## src/rtl/manch_pkg.sv

```systemverilog
// Shared widths and types for the auto-rate Manchester decoder.
package manch_pkg;
    parameter int unsigned IVL_W = 16;

    typedef logic [IVL_W-1:0] ivl_t;

    // One accepted line transition as seen by the downstream stages.
    typedef struct packed {
        logic valid;   // an interval is reported this cycle
        logic level;   // line level after the transition
        ivl_t len;     // clocks since the previous accepted transition
    } edge_ev_t;

    // How a new interval relates to the reference short interval.
    typedef enum logic [1:0] {
        CL_SAME = 2'd0,
        CL_DBL  = 2'd1,
        CL_HALF = 2'd2,
        CL_NONE = 2'd3
    } ivl_class_t;
endpackage

```

## src/rtl/manch_edge_timer.sv

```systemverilog
// Edge timer: detects transitions on the synchronised line and reports the
// number of clocks since the previous accepted transition. Assumes line_in
// is already synchronous to clk. Gaps shorter than MIN_IVL are treated as
// glitches and neither reported nor allowed to restart timing. The first
// edge after reset or after an idle timeout only starts timing. The counter
// saturates at its maximum. idle_hit pulses once when the gap reaches
// idle_lim.
module manch_edge_timer
    import manch_pkg::*;
#(
    parameter int unsigned MIN_IVL = 2
) (
    input  logic     clk,
    input  logic     rst_n,
    input  logic     line_in,
    input  ivl_t     idle_lim,
    output edge_ev_t ev,
    output logic     idle_hit
);
    timeunit 1ns;
    timeprecision 100ps;

    localparam ivl_t CNT_MAX = '1;
    localparam ivl_t MIN_LEN = ivl_t'(MIN_IVL);

    logic line_q;
    ivl_t cnt;
    logic have_prev;
    logic idle_done;
    logic line_edge;
    logic glitch;

    // Transition and glitch qualification.
    always_comb begin
        line_edge = line_in ^ line_q;
        glitch    = have_prev && (cnt < MIN_LEN);
    end

    // Gap counting, event emission and idle detection.
    always_ff @(posedge clk) begin
        if (!rst_n) begin
            line_q    <= 1'b0;
            cnt       <= '0;
            have_prev <= 1'b0;
            idle_done <= 1'b1;
            ev        <= '0;
            idle_hit  <= 1'b0;
        end else begin
            line_q   <= line_in;
            ev.valid <= 1'b0;
            idle_hit <= 1'b0;
            if (line_edge && !glitch) begin
                ev.valid  <= have_prev;
                ev.len    <= cnt;
                ev.level  <= line_in;
                cnt       <= ivl_t'(1);
                have_prev <= 1'b1;
                idle_done <= 1'b0;
            end else begin
                if (cnt != CNT_MAX) begin
                    cnt <= cnt + 1'b1;
                end
                if (!idle_done && (cnt >= idle_lim)) begin
                    idle_hit  <= 1'b1;
                    idle_done <= 1'b1;
                    have_prev <= 1'b0;
                end
            end
        end
    end
endmodule

```

## src/rtl/manch_rate_learn.sv

```systemverilog
// Rate learner: classifies each reported gap against a reference short gap
// as same (0.75x-1.25x), double (1.5x-2.5x) or half (reference was a long
// gap). After LEARN_N consecutive same/double gaps that include both kinds,
// it locks and publishes the mean half-bit period. A mixed window is
// required because a run of equal bits alone is ambiguous in rate. Assumes
// LEARN_N is a power of two. idle_hit clears everything.
module manch_rate_learn
    import manch_pkg::*;
#(
    parameter int unsigned LEARN_N = 8
) (
    input  logic clk,
    input  logic rst_n,
    input  logic ev_valid,
    input  ivl_t ev_len,
    input  logic idle_hit,
    output logic locked,
    output ivl_t half_per
);
    timeunit 1ns;
    timeprecision 100ps;

    localparam int unsigned LOG_N = $clog2(LEARN_N);
    localparam int unsigned SUM_W = IVL_W + LOG_N;
    localparam int unsigned N_W   = LOG_N + 1;
    localparam int unsigned CMP_W = IVL_W + 3;

    typedef logic [SUM_W-1:0] sum_t;
    typedef logic [N_W-1:0]   num_t;
    typedef logic [CMP_W-1:0] cmp_t;

    ivl_t       ref_len;
    sum_t       sum;
    num_t       n_seen;
    logic       seen_s;
    logic       seen_l;

    cmp_t       l1, l2, l3, l4, l5, r2, r3, r5;
    ivl_class_t cls;
    ivl_t       sample;
    sum_t       sum_next;
    num_t       n_next;
    logic       seen_s_next;
    logic       seen_l_next;

    // Scaled copies of the new gap and the reference for ratio tests.
    always_comb begin
        l1 = cmp_t'(ev_len);
        l2 = l1 << 1;
        l3 = l2 + l1;
        l4 = l1 << 2;
        l5 = l4 + l1;
        r2 = cmp_t'(ref_len) << 1;
        r3 = r2 + cmp_t'(ref_len);
        r5 = (cmp_t'(ref_len) << 2) + cmp_t'(ref_len);
    end

    // Classify the gap relative to the reference.
    always_comb begin
        if ((l4 >= r3) && (l4 <= r5)) begin
            cls = CL_SAME;
        end else if ((l2 >= r3) && (l2 <= r5)) begin
            cls = CL_DBL;
        end else if ((r2 >= l3) && (r2 <= l5)) begin
            cls = CL_HALF;
        end else begin
            cls = CL_NONE;
        end
    end

    // Half-bit sample and running totals for an accepted gap.
    always_comb begin
        sample      = (cls == CL_DBL) ? (ev_len >> 1) : ev_len;
        sum_next    = sum + sum_t'(sample);
        n_next      = n_seen + 1'b1;
        seen_s_next = seen_s | (cls == CL_SAME);
        seen_l_next = seen_l | (cls == CL_DBL);
    end

    // Learning state machine and lock register.
    always_ff @(posedge clk) begin
        if (!rst_n || idle_hit) begin
            ref_len  <= '0;
            sum      <= '0;
            n_seen   <= '0;
            seen_s   <= 1'b0;
            seen_l   <= 1'b0;
            locked   <= 1'b0;
            half_per <= '0;
        end else if (ev_valid && !locked) begin
            if (ref_len == '0) begin
                ref_len <= ev_len;
                sum     <= sum_t'(ev_len);
                n_seen  <= num_t'(1);
                seen_s  <= 1'b1;
                seen_l  <= 1'b0;
            end else begin
                case (cls)
                    CL_SAME, CL_DBL: begin
                        if (n_next == num_t'(LEARN_N)) begin
                            if (seen_s_next && seen_l_next) begin
                                locked   <= 1'b1;
                                half_per <= ivl_t'(sum_next >> LOG_N);
                            end
                            sum    <= '0;
                            n_seen <= '0;
                            seen_s <= 1'b0;
                            seen_l <= 1'b0;
                        end else begin
                            sum    <= sum_next;
                            n_seen <= n_next;
                            seen_s <= seen_s_next;
                            seen_l <= seen_l_next;
                        end
                    end
                    CL_HALF: begin
                        ref_len <= ev_len;
                        sum     <= sum_t'(ev_len);
                        n_seen  <= num_t'(1);
                        seen_s  <= 1'b1;
                        seen_l  <= 1'b1;
                    end
                    default: begin
                        ref_len <= ev_len;
                        sum     <= sum_t'(ev_len);
                        n_seen  <= num_t'(1);
                        seen_s  <= 1'b1;
                        seen_l  <= 1'b0;
                    end
                endcase
            end
        end
    end
endmodule

```

## src/rtl/manch_bit_recover.sv

```systemverilog
// Bit recoverer: while locked, accumulates gaps since the last mid-bit edge.
// Edges inside a blanking window of 1.5 half-periods are bit boundaries.
// The first edge at or beyond the window is a mid-bit edge, and the line
// level after it is the decoded bit. A gap of 2.5-3.5 half-periods is a
// preamble whose trailing edge is a bit boundary. Longer gaps drop
// alignment. Until aligned, only a long gap or a preamble establishes phase.
module manch_bit_recover
    import manch_pkg::*;
(
    input  logic     clk,
    input  logic     rst_n,
    input  edge_ev_t ev,
    input  logic     locked,
    input  ivl_t     half_per,
    output logic     bit_out,
    output logic     bit_valid
);
    timeunit 1ns;
    timeprecision 100ps;

    localparam int unsigned ACC_W = IVL_W + 2;
    localparam int unsigned CMP_W = IVL_W + 3;

    typedef logic [ACC_W-1:0] acc_t;
    typedef logic [CMP_W-1:0] cmp_t;

    logic aligned;
    acc_t acc;
    acc_t half_x;
    acc_t blank;
    acc_t len_x;
    acc_t acc_sum;
    cmp_t len2;
    cmp_t hp5;
    cmp_t hp7;
    logic is_pre;
    logic is_lost;

    // Blanking window and preamble band derived from the learned period.
    always_comb begin
        half_x  = acc_t'(half_per);
        blank   = half_x + (half_x >> 1);
        len_x   = acc_t'(ev.len);
        acc_sum = acc + len_x;
        len2    = cmp_t'(ev.len) << 1;
        hp5     = (cmp_t'(half_per) << 2) + cmp_t'(half_per);
        hp7     = (cmp_t'(half_per) << 3) - cmp_t'(half_per);
        is_pre  = (len2 >= hp5) && (len2 <= hp7);
        is_lost = (len2 > hp7);
    end

    // Phase tracking and bit emission.
    always_ff @(posedge clk) begin
        if (!rst_n) begin
            aligned   <= 1'b0;
            acc       <= '0;
            bit_out   <= 1'b0;
            bit_valid <= 1'b0;
        end else begin
            bit_valid <= 1'b0;
            if (!locked) begin
                aligned <= 1'b0;
                acc     <= '0;
            end else if (ev.valid) begin
                if (is_pre) begin
                    aligned <= 1'b1;
                    acc     <= half_x;
                end else if (is_lost) begin
                    aligned <= 1'b0;
                    acc     <= '0;
                end else if (!aligned) begin
                    if (len_x >= blank) begin
                        bit_out   <= ev.level;
                        bit_valid <= 1'b1;
                        aligned   <= 1'b1;
                        acc       <= '0;
                    end
                end else if (acc_sum >= blank) begin
                    bit_out   <= ev.level;
                    bit_valid <= 1'b1;
                    acc       <= '0;
                end else begin
                    acc <= acc_sum;
                end
            end
        end
    end
endmodule

```

## src/rtl/manch_autorate.sv

```systemverilog
// Top level of the auto-rate Manchester decoder. Wires the edge timer, rate
// learner and bit recoverer, and derives the idle limit. While locked the
// limit is IDLE_BITS bit periods, saturated to the counter width. While
// unlocked it is the counter's saturation value.
module manch_autorate
    import manch_pkg::*;
#(
    parameter int unsigned LEARN_N   = 8,
    parameter int unsigned MIN_IVL   = 2,
    parameter int unsigned IDLE_BITS = 4
) (
    input  logic                      clk,
    input  logic                      rst_n,
    input  logic                      line_in,
    output logic                      bit_out,
    output logic                      bit_valid,
    output logic                      locked,
    output logic [manch_pkg::IVL_W-1:0] half_period
);
    timeunit 1ns;
    timeprecision 100ps;

    localparam int unsigned IDLE_HALVES = 2 * IDLE_BITS;
    localparam int unsigned LIM_W       = IVL_W + $clog2(IDLE_HALVES + 1);

    typedef logic [LIM_W-1:0] lim_t;

    edge_ev_t ev;
    logic     idle_hit;
    ivl_t     idle_lim;
    lim_t     lim_full;

    // Idle limit: a multiple of the learned period, or counter saturation.
    always_comb begin
        lim_full = lim_t'(half_period) * lim_t'(IDLE_HALVES);
        if (!locked || (lim_full > lim_t'({IVL_W{1'b1}}))) begin
            idle_lim = '1;
        end else begin
            idle_lim = ivl_t'(lim_full);
        end
    end

    manch_edge_timer #(
        .MIN_IVL (MIN_IVL)
    ) u_timer (
        .clk      (clk),
        .rst_n    (rst_n),
        .line_in  (line_in),
        .idle_lim (idle_lim),
        .ev       (ev),
        .idle_hit (idle_hit)
    );

    manch_rate_learn #(
        .LEARN_N (LEARN_N)
    ) u_learn (
        .clk      (clk),
        .rst_n    (rst_n),
        .ev_valid (ev.valid),
        .ev_len   (ev.len),
        .idle_hit (idle_hit),
        .locked   (locked),
        .half_per (half_period)
    );

    manch_bit_recover u_recover (
        .clk       (clk),
        .rst_n     (rst_n),
        .ev        (ev),
        .locked    (locked),
        .half_per  (half_period),
        .bit_out   (bit_out),
        .bit_valid (bit_valid)
    );
endmodule

```

## config.mk

```make
export PLATFORM = sky130hd
export DESIGN_NAME = manch_autorate
export DESIGN_NICKNAME = d
export VERILOG_FILES = /design/src/rtl/manch_pkg.sv /design/src/rtl/manch_edge_timer.sv /design/src/rtl/manch_rate_learn.sv /design/src/rtl/manch_bit_recover.sv /design/src/rtl/manch_autorate.sv
export SDC_FILE = /design/constraint.sdc
export NUM_CORES = 1
export LEC_CHECK = 0
export ABC_CLOCK_PERIOD_IN_PS = 8300
export CELL_PAD_IN_SITES_DETAIL_PLACEMENT = 1
export CELL_PAD_IN_SITES_GLOBAL_PLACEMENT = 1
export CORE_MARGIN = 8
export CORE_UTILIZATION = 50
export CTS_BUF_LIST = sky130_fd_sc_hd__clkbuf_2 sky130_fd_sc_hd__clkbuf_4 sky130_fd_sc_hd__clkbuf_8
export DETAILED_ROUTE_END_ITERATION = 10
export HOLD_SLACK_MARGIN = 0.1
export PLACE_DENSITY_LB_ADDON = 0.2
export SLEW_MARGIN = 20
export SYNTH_ARGS = -nofsm -noshare
export SYNTH_HDL_FRONTEND = slang
export SYNTH_SLANG_ARGS = --single-unit
```

## constraint.sdc

```tcl
create_clock -name clk -period 8.3 [get_ports clk]
set_input_delay 1.66 -clock clk [delete_from_list [all_inputs] [get_ports clk]]
set_output_delay 1.66 -clock clk [all_outputs]
set_load 0.05 [all_outputs]
```

==> out/qor.csv, run 1 <==
stage,metric,value,unit
outcome,outcome,completed,
clock_network,clkLatencyLatePin,0.46,ns
timing,period_minus_slack,7.51,ns
clock_network,clockBufferDepth,2,
global_route,grt_first_pass_wirelength,81300,µm
route,vias,14322,
yosys,synthXorXnorAreaFrac,8.08,%
power,max-vdd-ir-drop,0.0836,mV
place,portBuffers,21,
route,dr.pass1.iters,5,
floorplan,pin_count,22,
final_layout,drive_above_1_share,5.41,%
yosys,netlist_area,0.0149,mm²
power,p_int,0.909,mW
setup_path,worst_setup_path_end_kind,register,
floorplan,initial_core_util,50.6,%
setup_path,crit_family,compound AO/OA/AOI/OAI gates,
setup_path,cp_slowest_cell,nor4_1,
yosys,yosys_warnings,0,
clock_network,cts-resized-gates,0,
yosys,synth_compound_area_share,24.3,%
power,pwr_density_cell,82.8,mW/mm²
final_layout,finish.utilization,54.4,%
place,gp_congestion,0.880,
run,cap_violations,0,
timing,max_freq,0.133,GHz
setup_path,path_depth,29,
yosys,synth_edf_count,0,
route,dr.first_iter.drc_count,806,
final_layout,diodes,0,
timing,timing.final.crit_share,90.5,%
setup_path,timing.critical_path.buf_inv,1,
power,p_seq_share,43.4,%
clock_network,root_buffer,clkbuf_8,
final_layout,layout_common_cells,"322 x ha_1, 161 x a21oi_1, 160 x nand2_1",
place,dp_hpwl,38700,µm
clock_network,cts_buffers,17,
global_route,grt.total_usage,28.4,%
yosys,synthAdderAreaFrac,28.1,%
yosys,synthCells,1826,
power,p_sw,0.420,mW
global_route,grt_max_degree,36,
route,routedWlPerCell,22.8,µm
yosys,synthSimpleGateAreaFrac,17.4,%
floorplan,core,0.0295,mm²
yosys,synth_top_family_by_area,adder cells,
power,swShare,31.6,%
timing,hold_viol,0,
setup_path,worst_ep_required_time,8.66,ns
setup_path,cp-start-kind,register,
setup_path,cp_common_cell,o21ai_0,
yosys,ys_ff_latch,117,
timing,max-slew-margin-rel,28.7,%
setup_path,critical_path.startpoint,u_learn.ref_len[2],
clock_network,htreeDepth,4,
setup_path,cpPeakStageDelay,0.78,ns
yosys,syn_area_per_cell,8.17,µm²
power,power,1.33,mW
setup_path,crit_type,register to register,
clock_network,clk_pin_slew,0.10,ns
timing,tns,0,ns
clock_network,clock-sinks,117,
timing,rsz0062_at_grt,false,
yosys,muxShareOfSynthArea,3.03,%
route,drt.antenna.violating_nets,0,
floorplan,die_w,189,µm
clock_network,cts_tree,done,
power,power_leakage,7.58,nW
floorplan,fp.dieH,189,µm
setup_path,r2r_cells,29,
power,clkPwrFrac,41.9,%
floorplan,die_area,0.0356,mm²
hold_path,hold_start,u_recover.bit_out,
yosys,synth_fp_nets,2159,
yosys,yosysSeqAreaShare,15.7,%
clock_network,cts_setup_buffers,0,
place,dp.cells,2224,
final_layout,final_nets,2186,
route,totalWireLength,51500,µm
clock_network,holdBufCountCts,0,
timing,drv_slew,0,
final_layout,layout_commonest_cell,ha_1,
timing,worst_slew_pin_slew,1.07,ns
hold_path,hold_class,register to register,
timing,setup_viol,0,
power,combPwrFrac,14.7,%
setup_path,path_max_fanout,18,
final_layout,synthToLayoutAreaGrowth,7.53,%
global_route,grt.overflow.total,0,
yosys,async_flop_share,0,%
yosys,synth_cell_types,91,
route,drc,0,
route,drt-vias-per-instance,6.35,
global_route,antenna_found_initial,1,
floorplan,rows,63,
hold_path,hold_depth,2,
final_layout,fin_cells,2256,
timing,fin_skew,0.0263,ns
global_route,grt_pass1_vias,14852,
setup_path,arrival,7.87,ns
yosys,ys.flop_type,dfxtp_1,
setup_path,timing.rr.start,u_learn.ref_len[2],
[metal layers]
layer  vias up  track usage, %  share of wire (%)
met4         2            10.6                3.7
met2       328            45.0                 44
met3       102            4.57                4.8
met5         -               0              0.023
met1      7098            38.2                 48
li1       6792               -                  -
[final timing paths]
path	endpoint	slack, ns
setup / recovery	u_learn.half_per[15]	0.79
hold / removal	u_recover.bit_out	0.47
setup reg to reg	u_learn.half_per[15]	0.79
hold reg to reg	u_recover.bit_out	0.47
[cells by family after synthesis]
| logic type | after synthesis |
|---|---|
| AND/OR/NAND/NOR | 521 |
| multiplexers | 43 |
| XOR/XNOR | 136 |
| buffers and inverters | 124 |
| flip-flops | 117 |
| adder cells (fa/ha/maj) | 331 |
| AO/OA/AOI/OAI | 554 |
[through the flow]
step	area (µm²)	hold slack, ns	worst slack (ns)
floorplan	14900	0.440	1.79
global placement	15600	0.447	1.17
detailed placement	15600	0.458	0.958
CTS	16000	0.471	0.881
global route	16000	0.501	0.0489
finish	16000	0.468	0.792
[area by class of cell]
class,instances,area (µm²)
Clock inverter,15,170
Inverter,87,327
Timing Repair Buffer,45,390
Tap cell,390,488
Multi-Input combinational cell,1585,12100
Fill cell,3646,13400
Clock buffer,17,234
Sequential cell,117,2340
[power by group through the flow]
stage          Combinational (mW)  Clock, mW  Sequential (mW)
6_report                    0.195      0.557            0.577
5_1_grt                     0.208      0.584            0.577
4_1_cts                     0.189      0.564            0.576
3_5_place_dp                0.186          0            0.589
3_3_place_gp                0.180          0            0.589
2_1_floorplan               0.131          0            0.586
[worst reg2reg max path: cells and delay by family, from the launching register on]
kind                     cells  cell delay, ns
AO/OA/AOI/OAI               13            2.88
XOR/XNOR                     2            0.40
adder cells (fa/ha/maj)      5            1.65
buffers and inverters        1            0.05
flip-flops                   1            0.43
AND/OR/NAND/NOR              8            2.02
[sequential cells by signal, indices dropped and copies added (netlist names), 4 cells and up]
signal and count:
u_timer.cnt 16, u_timer.ev 18, u_learn.ref_len 16, u_learn.n_seen 4, u_learn.sum 19, u_learn.half_per 16
u_recover.acc 18
[Yosys cell counts, types with 20 or more instances]
master | n | area share (%)
ha_1 | 322 | 27
inv_1 | 87 | 2.2
a21o_1 | 57 | 2.9
o21a_1 | 29 | 1.5
nand3_1 | 48 | 1.6
dfxtp_1 | 117 | 16
xor2_1 | 59 | 3.5
o21ai_0 | 119 | 4.0
nor3_1 | 28 | 0.94
nand2_1 | 160 | 4.0
nand2b_1 | 29 | 1.2
o211ai_1 | 27 | 1.4
nor2b_1 | 49 | 2.1
a21oi_1 | 161 | 5.4
clkbuf_1 | 27 | 0.68
o31ai_1 | 20 | 1.0
nor2_1 | 106 | 2.7
xnor2_1 | 76 | 4.5
mux2i_1 | 29 | 1.9
No activity file was read; power rests on OpenSTA's default activity.
==> run 2: changes to the inputs <==
--- a/config.mk
+++ b/config.mk
@@ -13,7 +13,7 @@
 export CTS_BUF_LIST = sky130_fd_sc_hd__clkbuf_2 sky130_fd_sc_hd__clkbuf_4 sky130_fd_sc_hd__clkbuf_8
 export DETAILED_ROUTE_END_ITERATION = 10
 export HOLD_SLACK_MARGIN = 0.1
-export PLACE_DENSITY_LB_ADDON = 0.2
+export PLACE_DENSITY = 0.84
 export SLEW_MARGIN = 20
 export SYNTH_ARGS = -nofsm -noshare
 export SYNTH_HDL_FRONTEND = slang
==> run 2 against run 1 <==
Design area grew 0.17%. Combinational power about the same. Wire length is 0.41% lower. Clock skew is 0.0085 ns lower. Largest cell class unchanged. Sequential cell count is the same. Die area did not move. Sequential power is essentially flat. Non-clock buffer count up 1. Highest routed layer is now met4. Clock power increased by 4.8%. Largest power group is now the clock network.
==> out/qor.csv, run 2 (synthesized netlist as in run 1, its figures left out) <==
stage,metric,value,unit,change
timing,hold_viol,0,,unchanged
clock_network,root_buffer,clkbuf_8,,
clock_network,clkLatencyLatePin,0.48,ns,+0.02 ns
timing,period_minus_slack,7.62,ns,+0.108 ns
timing,fin_skew,0.0179,ns,-0.00847 ns
run,cap_violations,0,,unchanged
power,pwr_density_cell,84.4,mW/mm²,+1.9%
final_layout,largest-register,u_learn.sum,,
timing,timing.final.crit_share,91.8,%,+1.3 points
floorplan,die_area,0.0356,mm²,unchanged
power,max-vdd-ir-drop,0.0872,mV,+4.3%
final_layout,finish.utilization,54.5,%,+0.093 points
outcome,outcome,completed,,
floorplan,rows,63,,unchanged
final_layout,biggestRegsByFlops,"u_learn.sum x19, u_recover.acc x18, u_timer.ev x18",,
route,routedWlPerCell,22.7,µm,-0.45%
final_layout,layout_common_cells,"322 x ha_1, 161 x a21oi_1, 160 x nand2_1",,
setup_path,arrival,8.00,ns,+0.13 ns
timing,setup_viol,0,,unchanged
global_route,antenna_found_initial,0,,-1
floorplan,core,0.0295,mm²,unchanged
power,power_leakage,7.60,nW,+0.23%
setup_path,cp_slowest_cell,dfxtp_1,,
setup_path,timing.rr.start,u_learn.ref_len[4],,
timing,worst_slew_pin_slew,1.14,ns,+0.0753 ns
final_layout,layout_commonest_cell,ha_1,,
route,dr.pass1.iters,5,,unchanged
setup_path,path_max_fanout,18,,unchanged
setup_path,crit_type,register to register,,
timing,drv_slew,0,,unchanged
hold_path,hold_start,u_recover.bit_out,,
clock_network,htreeDepth,4,,unchanged
final_layout,largest_register_ffs,19,,unchanged
clock_network,clockBufferDepth,2,,unchanged
place,portBuffers,21,,unchanged
final_layout,design_area,0.0161,mm²,+0.17%
timing,max-slew-margin-rel,22.9,%,-5.8 points
route,vias,14325,,+0.021%
route,drt-vias-per-instance,6.35,,about the same
timing,rsz0062_at_grt,false,,
timing,hold_slack,0.470,ns,+0.00183 ns
route,drc,0,,unchanged
place,gp_congestion,0.883,,+0.27%
timing,tns,0,ns,unchanged
hold_path,hold_class,register to register,,
setup_path,critical_path.startpoint,u_learn.ref_len[4],,
route,drt.antenna.violating_nets,0,,unchanged
floorplan,initial_core_util,50.6,%,unchanged
global_route,grt.total_usage,28.3,%,-0.085 points
global_route,grt_first_pass_wirelength,81600,µm,+0.33%
global_route,grt.overflow.total,0,,unchanged
global_route,grt_max_degree,36,,unchanged
clock_network,cts_tree,done,,
clock_network,clock-sinks,117,,unchanged
route,totalWireLength,51300,µm,-0.41%
clock_network,clk_pin_slew,0.08,ns,-0.02 ns
setup_path,worst_setup_path_end_kind,register,,
global_route,grt_pass1_vias,14887,,+0.24%
place,post_dp_cell_area,0.0156,mm²,about the same
final_layout,final_nets,2187,,+0.046%
place,dp_hpwl,38700,µm,-0.13%
final_layout,drive_above_1_share,5.52,%,+0.10 points
timing,max_freq,0.131,GHz,-1.4%
final_layout,synthToLayoutAreaGrowth,7.72,%,
setup_path,cp-start-kind,register,,
clock_network,cts_buffers,17,,unchanged
setup_path,cpPeakStageDelay,0.53,ns,-0.25 ns
floorplan,die_w,189,µm,unchanged
floorplan,fp.dieH,189,µm,unchanged
route,dr.first_iter.drc_count,855,,+6.1%
final_layout,diodes,0,,unchanged
setup_path,worst_ep_required_time,8.68,ns,+0.02 ns
power,power,1.36,mW,+2.1%
floorplan,pin_count,22,,unchanged
run 2: path summary, 6_finish.rpt:
check                               to  slack [ns]  cells past startpoint
setup reg to reg  u_learn.half_per[15]        0.68                     32
hold reg to reg      u_recover.bit_out        0.47                      2
setup / recovery  u_learn.half_per[15]        0.68                     32
hold / removal       u_recover.bit_out        0.47                      2
run 2: repair_timing:
action                                  in CTS  in global routing
hold buffers                                 0                  0
endpoints found under the setup margin       0                  1
gates resized for setup                      0                  2
buffers inserted                             0                  0
run 2: critical path, delay by kind of cell (launching register included):
| family | cells | cell delay, ns |
|---|---|---|
| and+or+nand+nor | 10 | 1.60 |
| buffers and inverters | 2 | 0.16 |
| xor gates and xnor gates | 1 | 0.23 |
| AOI/OAI and AO/OA | 15 | 3.68 |
| adders and majority gates | 4 | 1.27 |
| DFF | 1 | 0.53 |
run 2: power breakdown:
| part | internal (mW) | leakage [nW] | switching [mW] |
|---|---|---|---|
| Clock | 0.320 | 0.207 | 0.264 |
| Sequential | 0.567 | 0.944 | 0.0105 |
| Combinational | 0.0692 | 6.44 | 0.127 |
run 2: routing by layer:
| layer | vias to the layer above | share of wire [%] | track usage (%) |
|---|---|---|---|
| li1 | 6806 | - | - |
| met1 | 7044 | 46 | 37.8 |
| met2 | 372 | 45 | 46.0 |
| met3 | 103 | 4.9 | 3.73 |
| met4 | 0 | 3.4 | 10.0 |
| met5 | - | 0 | 0 |
run 2: final cells by class:
type                            instances  area [µm²]
Clock buffer                           23         285
Clock inverter                          9         128
Fill cell                            3592       13400
Inverter                               87         327
Multi-Input combinational cell       1585       12100
Sequential cell                       117        2340
Tap cell                              390         488
Timing Repair Buffer                   46         398
run 2: metrics by stage:
step	cells	setup slack (ns)
floorplan	1826	1.79
global placement	2225	1.18
detailed placement	2225	0.681
CTS	2257	0.607
global route	2257	0.119
finish	2257	0.684
